## src/rtl/hwctl_pkg.sv

```systemverilog
package hwctl_pkg;

    localparam int OPW  = 2;
    localparam int NOPS = 1 << OPW;

    localparam int OP_ADD  = 0;
    localparam int OP_BR   = 1;
    localparam int OP_BRN  = 2;
    localparam int OP_NONE = 3;

    typedef enum logic [2:0] {
        S_T1 = 3'd0,
        S_T2 = 3'd1,
        S_T3 = 3'd2,
        S_T4 = 3'd3,
        S_T5 = 3'd4,
        S_T6 = 3'd5,
        S_T7 = 3'd6
    } step_t;

    typedef struct packed {
        logic pc_out;
        logic pc_in;
        logic mar_in;
        logic mdr_out;
        logic ir_in;
        logic ofs_out;
        logic y_in;
        logic z_in;
        logic z_out;
        logic sel_four;
        logic alu_add;
        logic mem_read;
        logic mem_write;
        logic wmfc;
        logic end_step;
        logic src_out;
        logic dst_out;
        logic dst_in;
    } ctl_t;

endpackage

```

## src/rtl/step_counter.sv

```systemverilog
module step_counter
    import hwctl_pkg::*;
(
    input  logic  clk,
    input  logic  rst_n,
    input  logic  run,
    input  logic  end_step,
    output step_t step
);

    step_t step_nxt;

    always_ff @(posedge clk or negedge rst_n) begin
        if (!rst_n) step <= S_T1;
        else        step <= step_nxt;
    end

    always_comb begin
        step_nxt = step;
        if (end_step) begin
            step_nxt = S_T1;
        end else if (run) begin
            unique case (step)
                S_T1:    step_nxt = S_T2;
                S_T2:    step_nxt = S_T3;
                S_T3:    step_nxt = S_T4;
                S_T4:    step_nxt = S_T5;
                S_T5:    step_nxt = S_T6;
                S_T6:    step_nxt = S_T7;
                S_T7:    step_nxt = S_T7;
                default: step_nxt = S_T1;
            endcase
        end
    end

endmodule

```

## src/rtl/ins_decoder.sv

```systemverilog
module ins_decoder
    import hwctl_pkg::*;
(
    input  logic [OPW-1:0]  op,
    output logic [NOPS-1:0] ins
);

    for (genvar i = 0; i < NOPS; i++) begin : g_line
        assign ins[i] = (op == OPW'(i));
    end

endmodule

```

## src/rtl/reg_gate.sv

```systemverilog
module reg_gate #(
    parameter int NREG = 4,
    localparam int RW  = $clog2(NREG)
) (
    input  logic [RW-1:0]   idx,
    input  logic            en,
    output logic [NREG-1:0] gate
);

    for (genvar k = 0; k < NREG; k++) begin : g_bit
        assign gate[k] = en && (idx == RW'(k));
    end

endmodule

```

## src/rtl/step_encoder.sv

```systemverilog
module step_encoder
    import hwctl_pkg::*;
(
    input  step_t           step,
    input  logic [NOPS-1:0] ins,
    input  logic            flag_n,
    output ctl_t            ctl
);

    always_comb begin
        ctl = '0;
        unique case (step)
            S_T1: begin
                ctl.pc_out   = 1'b1;
                ctl.mar_in   = 1'b1;
                ctl.mem_read = 1'b1;
                ctl.sel_four = 1'b1;
                ctl.alu_add  = 1'b1;
                ctl.z_in     = 1'b1;
            end
            S_T2: begin
                ctl.z_out = 1'b1;
                ctl.pc_in = 1'b1;
                ctl.y_in  = 1'b1;
                ctl.wmfc  = 1'b1;
            end
            S_T3: begin
                ctl.mdr_out = 1'b1;
                ctl.ir_in   = 1'b1;
            end
            S_T4: begin
                if (ins[OP_ADD]) begin
                    ctl.src_out  = 1'b1;
                    ctl.mar_in   = 1'b1;
                    ctl.mem_read = 1'b1;
                end else if (ins[OP_BR] || ins[OP_BRN]) begin
                    ctl.ofs_out  = 1'b1;
                    ctl.alu_add  = 1'b1;
                    ctl.z_in     = 1'b1;
                    ctl.end_step = ins[OP_BRN] && !flag_n;
                end else begin
                    ctl.end_step = 1'b1;
                end
            end
            S_T5: begin
                if (ins[OP_ADD]) begin
                    ctl.dst_out = 1'b1;
                    ctl.y_in    = 1'b1;
                    ctl.wmfc    = 1'b1;
                end else begin
                    ctl.z_out    = 1'b1;
                    ctl.pc_in    = 1'b1;
                    ctl.end_step = 1'b1;
                end
            end
            S_T6: begin
                ctl.mdr_out = 1'b1;
                ctl.alu_add = 1'b1;
                ctl.z_in    = 1'b1;
            end
            S_T7: begin
                ctl.z_out    = 1'b1;
                ctl.dst_in   = 1'b1;
                ctl.end_step = 1'b1;
            end
            default: ctl.end_step = 1'b1;
        endcase
    end

endmodule

```

## src/rtl/hw_ctrl_unit.sv

```systemverilog
module hw_ctrl_unit
    import hwctl_pkg::*;
#(
    parameter int NREG = 4,
    localparam int RW  = $clog2(NREG)
) (
    input  logic            clk,
    input  logic            rst_n,
    input  logic [OPW-1:0]  ir_op,
    input  logic [RW-1:0]   ir_dst,
    input  logic [RW-1:0]   ir_src,
    input  logic            flag_n,
    input  logic            mfc,
    output logic [NREG-1:0] reg_in,
    output logic [NREG-1:0] reg_out,
    output logic            pc_out,
    output logic            pc_in,
    output logic            mar_in,
    output logic            mdr_out,
    output logic            ir_in,
    output logic            ir_ofs_out,
    output logic            y_in,
    output logic            z_in,
    output logic            z_out,
    output logic            sel_four,
    output logic            alu_add,
    output logic            mem_read,
    output logic            mem_write,
    output logic            wmfc,
    output logic            end_o
);

    step_t           step;
    logic [NOPS-1:0] ins;
    ctl_t            ctl;
    logic            run;
    logic [NREG-1:0] src_gate;
    logic [NREG-1:0] dst_gate;

    // stall while waiting on memory
    assign run = !(ctl.wmfc && !mfc);

    step_counter u_cnt (
        .clk      (clk),
        .rst_n    (rst_n),
        .run      (run),
        .end_step (ctl.end_step),
        .step     (step)
    );

    ins_decoder u_dec (
        .op  (ir_op),
        .ins (ins)
    );

    step_encoder u_enc (
        .step   (step),
        .ins    (ins),
        .flag_n (flag_n),
        .ctl    (ctl)
    );

    reg_gate #(.NREG(NREG)) u_src (
        .idx  (ir_src),
        .en   (ctl.src_out),
        .gate (src_gate)
    );

    reg_gate #(.NREG(NREG)) u_dsto (
        .idx  (ir_dst),
        .en   (ctl.dst_out),
        .gate (dst_gate)
    );

    reg_gate #(.NREG(NREG)) u_dsti (
        .idx  (ir_dst),
        .en   (ctl.dst_in),
        .gate (reg_in)
    );

    assign reg_out    = src_gate | dst_gate;
    assign pc_out     = ctl.pc_out;
    assign pc_in      = ctl.pc_in;
    assign mar_in     = ctl.mar_in;
    assign mdr_out    = ctl.mdr_out;
    assign ir_in      = ctl.ir_in;
    assign ir_ofs_out = ctl.ofs_out;
    assign y_in       = ctl.y_in;
    assign z_in       = ctl.z_in;
    assign z_out      = ctl.z_out;
    assign sel_four   = ctl.sel_four;
    assign alu_add    = ctl.alu_add;
    assign mem_read   = ctl.mem_read;
    assign mem_write  = ctl.mem_write;
    assign wmfc       = ctl.wmfc;
    assign end_o      = ctl.end_step;

endmodule

```

## config.mk

```make
export PLATFORM = sky130hd
export DESIGN_NAME = hw_ctrl_unit
export DESIGN_NICKNAME = d
export VERILOG_FILES = /design/src/rtl/hwctl_pkg.sv /design/src/rtl/step_counter.sv /design/src/rtl/ins_decoder.sv /design/src/rtl/reg_gate.sv /design/src/rtl/step_encoder.sv /design/src/rtl/hw_ctrl_unit.sv
export SDC_FILE = /design/constraint.sdc
export NUM_CORES = 1
export LEC_CHECK = 0
export ABC_CLOCK_PERIOD_IN_PS = 1300
export BUFFER_PORTS_ARGS = -buffer_cell sky130_fd_sc_hd__buf_2
export CAP_MARGIN = 20
export CORE_MARGIN = 4
export CORE_UTILIZATION = 36
export DETAILED_ROUTE_END_ITERATION = 16
export HOLD_SLACK_MARGIN = 0.02
export PLACE_DENSITY = 0.73
export SLEW_MARGIN = 20
export SYNTH_ARGS = -nofsm -noshare
export SYNTH_HDL_FRONTEND = slang
export SYNTH_SLANG_ARGS = --single-unit
```

## constraint.sdc

```tcl
create_clock -name clk -period 1.3 [get_ports clk]
set_clock_uncertainty 0.2 [all_clocks]
set_input_delay 0.13 -clock clk [delete_from_list [all_inputs] [get_ports clk]]
set_output_delay 0.13 -clock clk [all_outputs]
set_load 0.02 [all_outputs]
```

# --- Word-level counts from Yosys, hierarchy flattened ---
# Cells that the tools add are included.
word_totals:
  register_bits: 3
  elab_cells: 65
classes:
  eq_ne: 15
  mux: 22
  bitwise_logic: 1
  n_reduce_logical: 26
ops:
  columns: ["cell", "count"]
  rows:
  - ["$pmux W3 S6", 1]
  - ["$logic_and A1 B1 Y1", 14]
  - ["$mux W1", 13]
  - ["$eq A2 B2 Y1 const B", 5]
  - ["$pmux W1 S2", 5]
  - ["$eq A3 B3 Y1 const B", 3]
  - ["$reduce_or A2 Y1", 4]
  - ["$eq A2 B1 Y1 const B", 3]
  - ["$eq A3 B2 Y1 const B", 2]
  - ["$logic_not A2 Y1", 3]
  - ["$mux W3", 2]
  - ["$or A4 B4 Y4", 1]
  - ["$reduce_or A4 Y1", 1]
  - ["$eq A3 B1 Y1 const B", 1]
  - ["$logic_not A3 Y1", 1]
  - ["$pmux W1 S3", 1]
  - ["$logic_not A1 Y1", 2]
  - ["$ne A2 B2 Y1 const B", 1]
  - ["$logic_or A1 B1 Y1", 1]

# --- Depth between registers and ports, before layout ---
# Gate-level depths: netlist (run 1).
logic_depth:
  depth_word: 6
  ltp_mapped: 6
  ltp_nobuf: 5

# --- Modules after synthesis ---
# From an unflattened synthesis (run 1), not the netlist that was laid out.
unflattened:
  hier_cells: 73
  area_unflattened_um2: 623.1
by_module_without_submodules:
  columns: ["module", "instances", "cells_per_inst", "area_per_inst_um2", "seq_area_each_um2"]
  rows:
  - ["step_encoder", 1, 34, 254.0, 0.0]
  - ["step_counter", 1, 18, 198.9, 75.1]
  - ["reg_gate", 3, 4, 37.5, 0.0]
  - ["hw_ctrl_unit", 1, 5, 31.3, 0.0]
  - ["ins_decoder", 1, 4, 26.3, 0.0]

# --- Least setup slack after synthesis (run 1) ---
# Ideal clock, no wire load.
synth_path:
  kind: "register to output"
  startpoint: "register u_cnt.step[2]"
  endpoint: "output mem_read"
  arrival_time_ns: 1.685
  required_ns: 0.970
  path_slack_ns: -0.715
  path_stages_with_launch: 5
  path_buffers: 2
  cell_sequence: "dfrtp_1 -> buf_2 -> nor3_1 -> nand2b_1 -> buf_4"
synth_between:
  elab_chain_cells: 2
  word_cells_on_any_way: 3
synth_rtl:
  columns: ["element", "line", "rtl"]
  rows:
  - ["start: declaration", "step_counter.sv:8", "output step_t step"]
  - ["start signal: assignment", "step_counter.sv:15", "else step <= step_nxt;"]
  - ["$eq A3 B2 Y1 or $logic_not A3 Y1 (tied branches)", null, null]
  - ["$pmux W1 S2 *", null, null]
  - ["end: declaration", "hw_ctrl_unit.sv:27", "output logic mem_read,"]
# Every way passes the cells marked *; elsewhere a longest branch is shown, timed or not.

# --- Final worst setup path (run 1) ---
layout_path:
  startpoint: "register u_cnt.step[1]"
  endpoint: "output reg_out[0]"
layout_between:
  elab_chain_cells: 4
  word_cells_on_any_way: 7
layout_rtl:
  columns: ["element", "line", "rtl"]
  rows:
  - ["$eq A3 B2 Y1 or $eq A3 B3 Y1 (tied branches)", "step_encoder.sv:12", "unique case (step)"]
  - ["$mux W1", "step_encoder.sv:12", null]
  - ["$logic_and A1 B1 Y1", "reg_gate.sv:11", "assign gate[k] = en && (idx == RW'(k));"]
  - ["$or A4 B4 Y4 *", "hw_ctrl_unit.sv:81", "assign reg_out = src_gate | dst_gate;"]
  - ["end: declaration", "hw_ctrl_unit.sv:15", "output logic [NREG-1:0] reg_out,"]
# Marked as above.

==> results.txt, run 1 <==
CTS built an H-tree with a depth of 1. The clock edge transition at the registers on the reported setup and hold paths is approximately 0.040 ns. Synthesis handed over a netlist of 70 instances. The worst register-to-register path has a setup slack of -0.09 ns. Once layout is done, the placed cells without fillers occupy between 1000 and 1500 um2. The hold violation total from the final report came to 0. The cell row count came out at 13.

Port buffering added 31 buffers. The synthesized area divided by synthesized cell count is 7.02 um2. The routed length per instance is approximately 13 um. The clock sink count is 3. The setup violation total in the final timing report came out at 24. The aggregate routed wire length came out at 1790 um. Along the worst path, the maximum fanout reaches 3. In this run the count of I/O pins placed on the die edge is 33.

The number of buffers on the longest clock path is 2. The sequential share of the synthesized area is 0.153. The clock insertion delay at the later pin of the skew report came out at approximately 0.24 ns. Setup repair after global routing could not meet its margin everywhere. The netlist area before placement is 492 um2. Summed over all failing endpoints, the final setup total negative slack is -9.02 ns.

The critical path in this run is classified as register to output port. The post-synthesis async set-or-reset flop share came out at 1.00. The register with the most flip-flops in the layout has 3 of them. The library cell used most frequently in the layout, excluding fill and tap cells, is buf_4. The total global routing track utilization came out at 0.192. The routed design could run at a clock period as short as about 1.8 ns. After the last flow step, the layout net total stands at approximately 130. The worst voltage drop across the vdd grid came out at 1.58 mV. The end of the worst register-to-register path is u_cnt.step[2].

TritonCTS built the clock tree. The final route contains roughly 680 vias. The instance area after placement came out at 890 um2. The worst setup path is launched from a register. On the final layout, the worst hold slack is about 0.17 ns. The largest registers in the layout are u_cnt.step x3. The number of cells on the worst hold path came out at 4. The die covers a little over 2000 um2.

The total CTS buffers came out at 3. The library cells used most frequently in the layout, excluding fill and tap cells, are 20 x buf_4, 19 x buf_6, 12 x buf_2, 6 x nor2_4, 5 x inv_1. After detailed routing, the number of remaining DRC violations is 0.

The filler-free cell count of the finished design came out at between 100 and 150. The min-delay analysis places its worst path in the category input pin to register. The total of warnings raised by yosys came out at 0. The post-DP HPWL is between 1000 and 1500 um. The worst hold path begins at flag_n. The total buffers and inverters traversed by the critical path came out at 1. The number of optimization iterations in the first detailed-route pass is 3. In this run the static leakage power is about 0.54 nW. The count of different cell masters after synthesis is 27.

The data arrival at the endpoint of the critical path is 1.45 ns. The largest single stage delay on the critical path is approximately 0.43 ns. STA classifies the critical path endpoint as an output port. The horizontal extent of the die is between 40 and 50 um. The sum of internal, switching and leakage power is around 2.8 mW. The checks that failed: setup timing. The net count of the mapped netlist is 83. The number of storage elements in the synthesis netlist came out at 3. The pin count of the biggest net entering global routing is 13. The number of global-route vias before repair came out at between 600 and 700. The cell family with the largest share of critical-path delay is simple AND/OR/NAND/NOR gates.

The placeable core area came out at between 1000 and 1500 um2. The startpoint identified for the worst register-to-register timing path is u_cnt.step[0]. Derived from the worst setup path, the maximum achievable clock frequency is 0.562 GHz.

The final setup slack of the worst path came out at -0.478 ns. The filler cell count in the final layout is 63. The fraction of final layout cells with drive strength greater than 1 came out at 0.717. The master cell of the clock root buffer is clkbuf_4. The vertical die dimension is 45.0 um. The first global-routing pass estimated between 2000 and 3000 um of wire.

The number of cells traversed by the worst register-to-register path is 4. Ranked by flip-flop count, first place goes to u_cnt.step. The weighted congestion at the end of routability-driven global placement came out at a little over 0.7.

The number of antenna violations at the first check in global routing came out at 0. The max-slew violation count came out at 0. Walking the worst path, the cells encountered are nand4bb_4 > or3_1 > o31ai_2 > buf_4. The final antenna diode count came out at 0. The leftover overflow at the end of global routing is 0. The placed cell count came out at about 120. The detailed router finished its first iteration with 3 violations. The power density of the placed cells is around 2400 nW/um2. The number of vias per cell is between 5 and 6. The area added between synthesis and finish came out at 131%. The count of nets left with antenna violations after detail routing is 0.

The number of maximum-capacitance constraint violations is 0. The synthesized design contains 0 enable-type register cells. The period utilization is 1.37. The effective utilization at floorplan came out at 0.378. For the worst setup path, the data required time is around 0.97 ns. The run finished, with violations left. The destination of the worst hold path is u_cnt.step[2]. In the synthesized netlist the dominant register cell turns out to be dfrtp_1. On the critical path, the stage with the largest delay is an instance of dfrtp_2.
worst max-delay path by stage:
stage             startpoint    endpoint  slack [ns]  cells past startpoint
2_1_floorplan       ir_op[0]  reg_out[1]       -0.32                      5
3_3_place_gp        ir_op[0]  reg_out[0]       -0.27                      7
3_5_place_dp        ir_op[0]  reg_out[0]       -0.32                      7
4_1_cts        u_cnt.step[0]  reg_out[0]       -0.49                      4
5_1_grt        u_cnt.step[0]        wmfc       -0.53                      5
6_report       u_cnt.step[1]  reg_out[0]       -0.48                      4
area by class of cell:
cell class / count / area [um2] / share of cell area
tap: 15 / 18.8 / 0.0165
timing repair buffer: 55 / 474 / 0.417
sequential: 3 / 77.6 / 0.0682
clock buffer: 4 / 26.3 / 0.0231
inverter: 5 / 18.8 / 0.0165
multi-input combinational: 53 / 522 / 0.459
routing by layer:
metal	track usage	vias up	part of all wire
li1	-	338	-
met1	0.173	315	0.32
met2	0.376	23	0.60
met3	0.0398	5	0.066
met4	0.123	0	0.018
met5	0	-	0
Yosys cell counts (3+ instances only):
cell       n  area share
ha_1       3       0.076
o21ai_0    6       0.061
o31ai_1    3       0.046
buf_2      3       0.031
inv_1      5       0.038
buf_4      5       0.076
o32ai_1    3       0.053
nand2b_1   5       0.064
nor2_1    12       0.092
dfrtp_1    3        0.15
nand2_1    4       0.031
repair_timing:
action,CTS,global route
endpoints found under the setup margin,24,25
pin swaps,2,2
hold buffers,3,0
setup buffers,2,3
hold endpoints to repair,5,0
resized for setup,45,6
power by group:
part           switching (mW)  internal (mW)
Sequential             0.0661          0.146
Clock                  0.0575          0.116
Combinational            1.19           1.19
cells by family (layout without fill, tap and decap cells):
| family | Yosys count | count (layout) | share of synthesized area |
|---|---|---|---|
| AND/OR/NAND/NOR | 32 | 32 | 0.377 |
| buffers and inverters | 14 | 64 | 0.155 |
| other | 1 | 1 | 0.00763 |
| AO/OA/AOI/OAI | 16 | 16 | 0.209 |
| flip-flops | 3 | 3 | 0.153 |
| multiplexers | 1 | 1 | 0.0229 |
| adder cells (fa/ha/maj) | 3 | 3 | 0.0763 |
through the flow:
stage                util  setup slack [ns]
floorplan               -            -0.316
global placement    0.684            -0.274
detailed placement  0.684            -0.325
CTS                 0.849            -0.488
global route        0.874            -0.526
finish              0.874            -0.478
worst register-to-register path: stages (launching register included):
cell and delay [ns]:
dfrtp_1 0.37, buf_4 0.23, nor2_2 0.07, or3b_1 0.34, o31ai_1 0.07
Note: power is estimated with default switching activity, not from simulation.
==> run 2: changes to the inputs <==
BUFFER_PORTS_ARGS = not set   (was -buffer_cell sky130_fd_sc_hd__buf_2)
CORE_AREA = 4 4 41 43   (was not set)
CORE_MARGIN = not set   (was 4)
CORE_UTILIZATION = not set   (was 36)
DIE_AREA = 0 0 45 47   (was not set)
DONT_BUFFER_PORTS = 1   (was not set)
PLACE_DENSITY = not set   (was 0.73)
==> run 2 against run 1 <==
Against the previous run: maximum frequency shrank 0.24%; global-route usage down 0.47 points; the flow still finishes with violations (setup timing); power decreased by 4.1%; critical path depth is the same; clock power is essentially flat; critical endpoint unchanged; largest cell class unchanged; worst setup slack worse by 0.0042 ns; die area rose by 4.7%.
==> results.txt, run 2 (synthesized netlist as in run 1, its figures left out) <==
The detailed-route via count came out at 588. The setup violation total in the final timing report is 23. From bottom edge to top edge, the die measures 47 um. The number of global-route vias before repair came to approximately 620. The hold violation total from the final report is 0. After detailed routing, the total wire length is roughly 1700 um. The number of maximum-capacitance constraint violations is 0. The worst path in the final design needs a cycle of between 1.5 and 2 ns, including I/O delays and setup. The flop-to-flop setup slack is -0.09 ns. Routability-driven placement finished with a final weighted congestion of 0.713.

The required time at the endpoint of the critical path is about 0.97 ns. The data arrival at the endpoint of the critical path is 1.45 ns. In this run, CTS created clock tree buffers numbering 3. In the final layout, the share of cells above drive strength 1 is 0.729. The clock edge transition at the registers on the reported setup and hold paths is 0.04 ns.

The root buffer cell chosen for the clock tree is clkbuf_4. IR analysis of the VDD net gives a maximum drop of roughly 2.5 mV. The critical path endpoint category is an output port. The number of antenna diodes in the final layout is 0. In the layout the commonest cells are 16 x buf_4, 10 x buf_6, 9 x nor2_4, 5 x inv_1.

Along the worst path, the maximum fanout reaches 4. The number of H-tree levels is 1. Counting flops per register, the top entry is u_cnt.step.

The post-DP HPWL is ~1100 um. The filler cell count in the final layout came out at about 90. The max-slew violation count came out at 0. The class of the tightest hold or removal check is input pin to output port. The number of optimization iterations in the first detailed-route pass is 4.

The number of vias per cell came out at roughly 5.3. The number of flip-flops in the largest register is 3. The period utilization came out at 1.37.

The number of buffers on the longest clock path came out at 2. The critical path is of the register to output port type. The most critical setup path has its startpoint at u_cnt.step[1]. The initial DRC count came out at 9. The top-level I/O count came out at 33. The routed length per instance is about 15 um. The power density of the placed cells came out at around 2600 nW/um2. The number of cells traversed by the worst register-to-register path came out at 3. Setup repair after global routing could not meet its margin everywhere. The most critical setup path has its endpoint at reg_out[0]. The pin count of the biggest net entering global routing is 9. The floorplan step defined a die boundary enclosing 2120 um2. The startpoint identified for the worst register-to-register timing path is u_cnt.step[1]. The clock insertion delay at the later pin of the skew report came out at between 0.2 and 0.25 ns. The die is between 40 and 50 um wide.

The leakage power total is about 0.43 nW. The worst setup path is launched from a register. The worst setup timing slack at the placement stage came out at -0.250 ns. The filler-free cell count of the finished design is ~110. The run finished, with violations left. In the post-route analysis, the smallest setup slack over all paths is -0.482 ns. The clock sink count is 3. The checks that failed: setup timing.

The initial utilization of the core area, before any placement, comes to 0.378. The most common cell after layout, fill and taps aside is buf_4. The total area inside the core boundary comes to between 1000 and 1500 um2.

The count of nets left with antenna violations after detail routing came out at 0. The area added between synthesis and finish is 108%. Derived from the worst setup path, the maximum achievable clock frequency is ~0.56 GHz. The number of antenna violations at the first check in global routing is 0. The cell row count is 13. For this run, the post-layout net count is 110. The largest registers in the layout are u_cnt.step x3. The wire length of the first global-routing pass came out at around 2800 um. Port buffering added 0 buffers. The placed cell count is 99. The worst register-to-register path ends at u_cnt.step[2]. The leftover overflow at the end of global routing is 0.

The remaining routing DRC violations is 0. In the global route stage, overall resource usage came out at 0.188. The clock tree from TritonCTS is built.
## run 2: what timing repair did
item / 4_1_cts / 5_1_grt
gates resized for setup: 27 / 5
setup endpoints to repair: 24 / 24
hold endpoints to repair: 5 / 0
setup buffers: 3 / 4
pin swaps: 12 / 1
hold buffers: 3 / 0
cloned: 0 / 0
## run 2: cell type report
class / count / area, um2 / area share
Sequential cell: 3 / 78.8 / 0.0772
Multi-Input combinational cell: 53 / 576 / 0.564
Timing Repair Buffer: 31 / 303 / 0.297
Inverter: 5 / 18.8 / 0.0184
Tap cell: 15 / 18.8 / 0.0184
Clock buffer: 4 / 26.3 / 0.0257
## run 2: stage by stage
stage | power [mW] | hold slack, ns | util | area, um2 | setup TNS [ns]
after floorplan | 1.66 | -0.366 | - | 676 | -2.57
after global placement | 2.00 | -0.366 | 0.618 | 805 | -2.44
after global routing | 2.81 | 0.0991 | 0.785 | 1020 | -8.78
after detailed placement | 2.02 | -0.366 | 0.618 | 805 | -2.51
final | 2.65 | 0.0979 | 0.785 | 1020 | -7.39
after CTS | 2.54 | 0.0986 | 0.762 | 991 | -7.57
## run 2: metal layers
metal | GRT usage | vias up | wire [um]
met2 | 0.336 | 23 | 884
li1 | - | 288 | -
met1 | 0.211 | 272 | 630
met4 | 0.105 | 0 | 37
met5 | 0 | - | 0
met3 | 0.0307 | 5 | 111
## run 2: critical path, stage by stage, from the launching register on
cell       delay (ns)
dfrtp_2          0.42
nand4bb_4        0.23
or3_4            0.34
o31ai_2          0.06
buf_4            0.17
## run 2: worst min path at each step
stage          startpoint            end  slack [ns]  cells past startpoint
3_5_place_dp        rst_n  u_cnt.step[1]       -0.37                      0
5_1_grt         ir_dst[0]      reg_in[0]         0.1                      1
2_1_floorplan       rst_n  u_cnt.step[0]       -0.37                      0
4_1_cts         ir_dst[0]      reg_in[0]         0.1                      1
6_report        ir_dst[0]      reg_in[0]         0.1                      1
3_3_place_gp        rst_n  u_cnt.step[2]       -0.37                      0
## run 2: power by group
group | switching [mW] | internal, mW
combinational | 1.20 | 1.05
clock | 0.0551 | 0.115
sequential | 0.0786 | 0.149
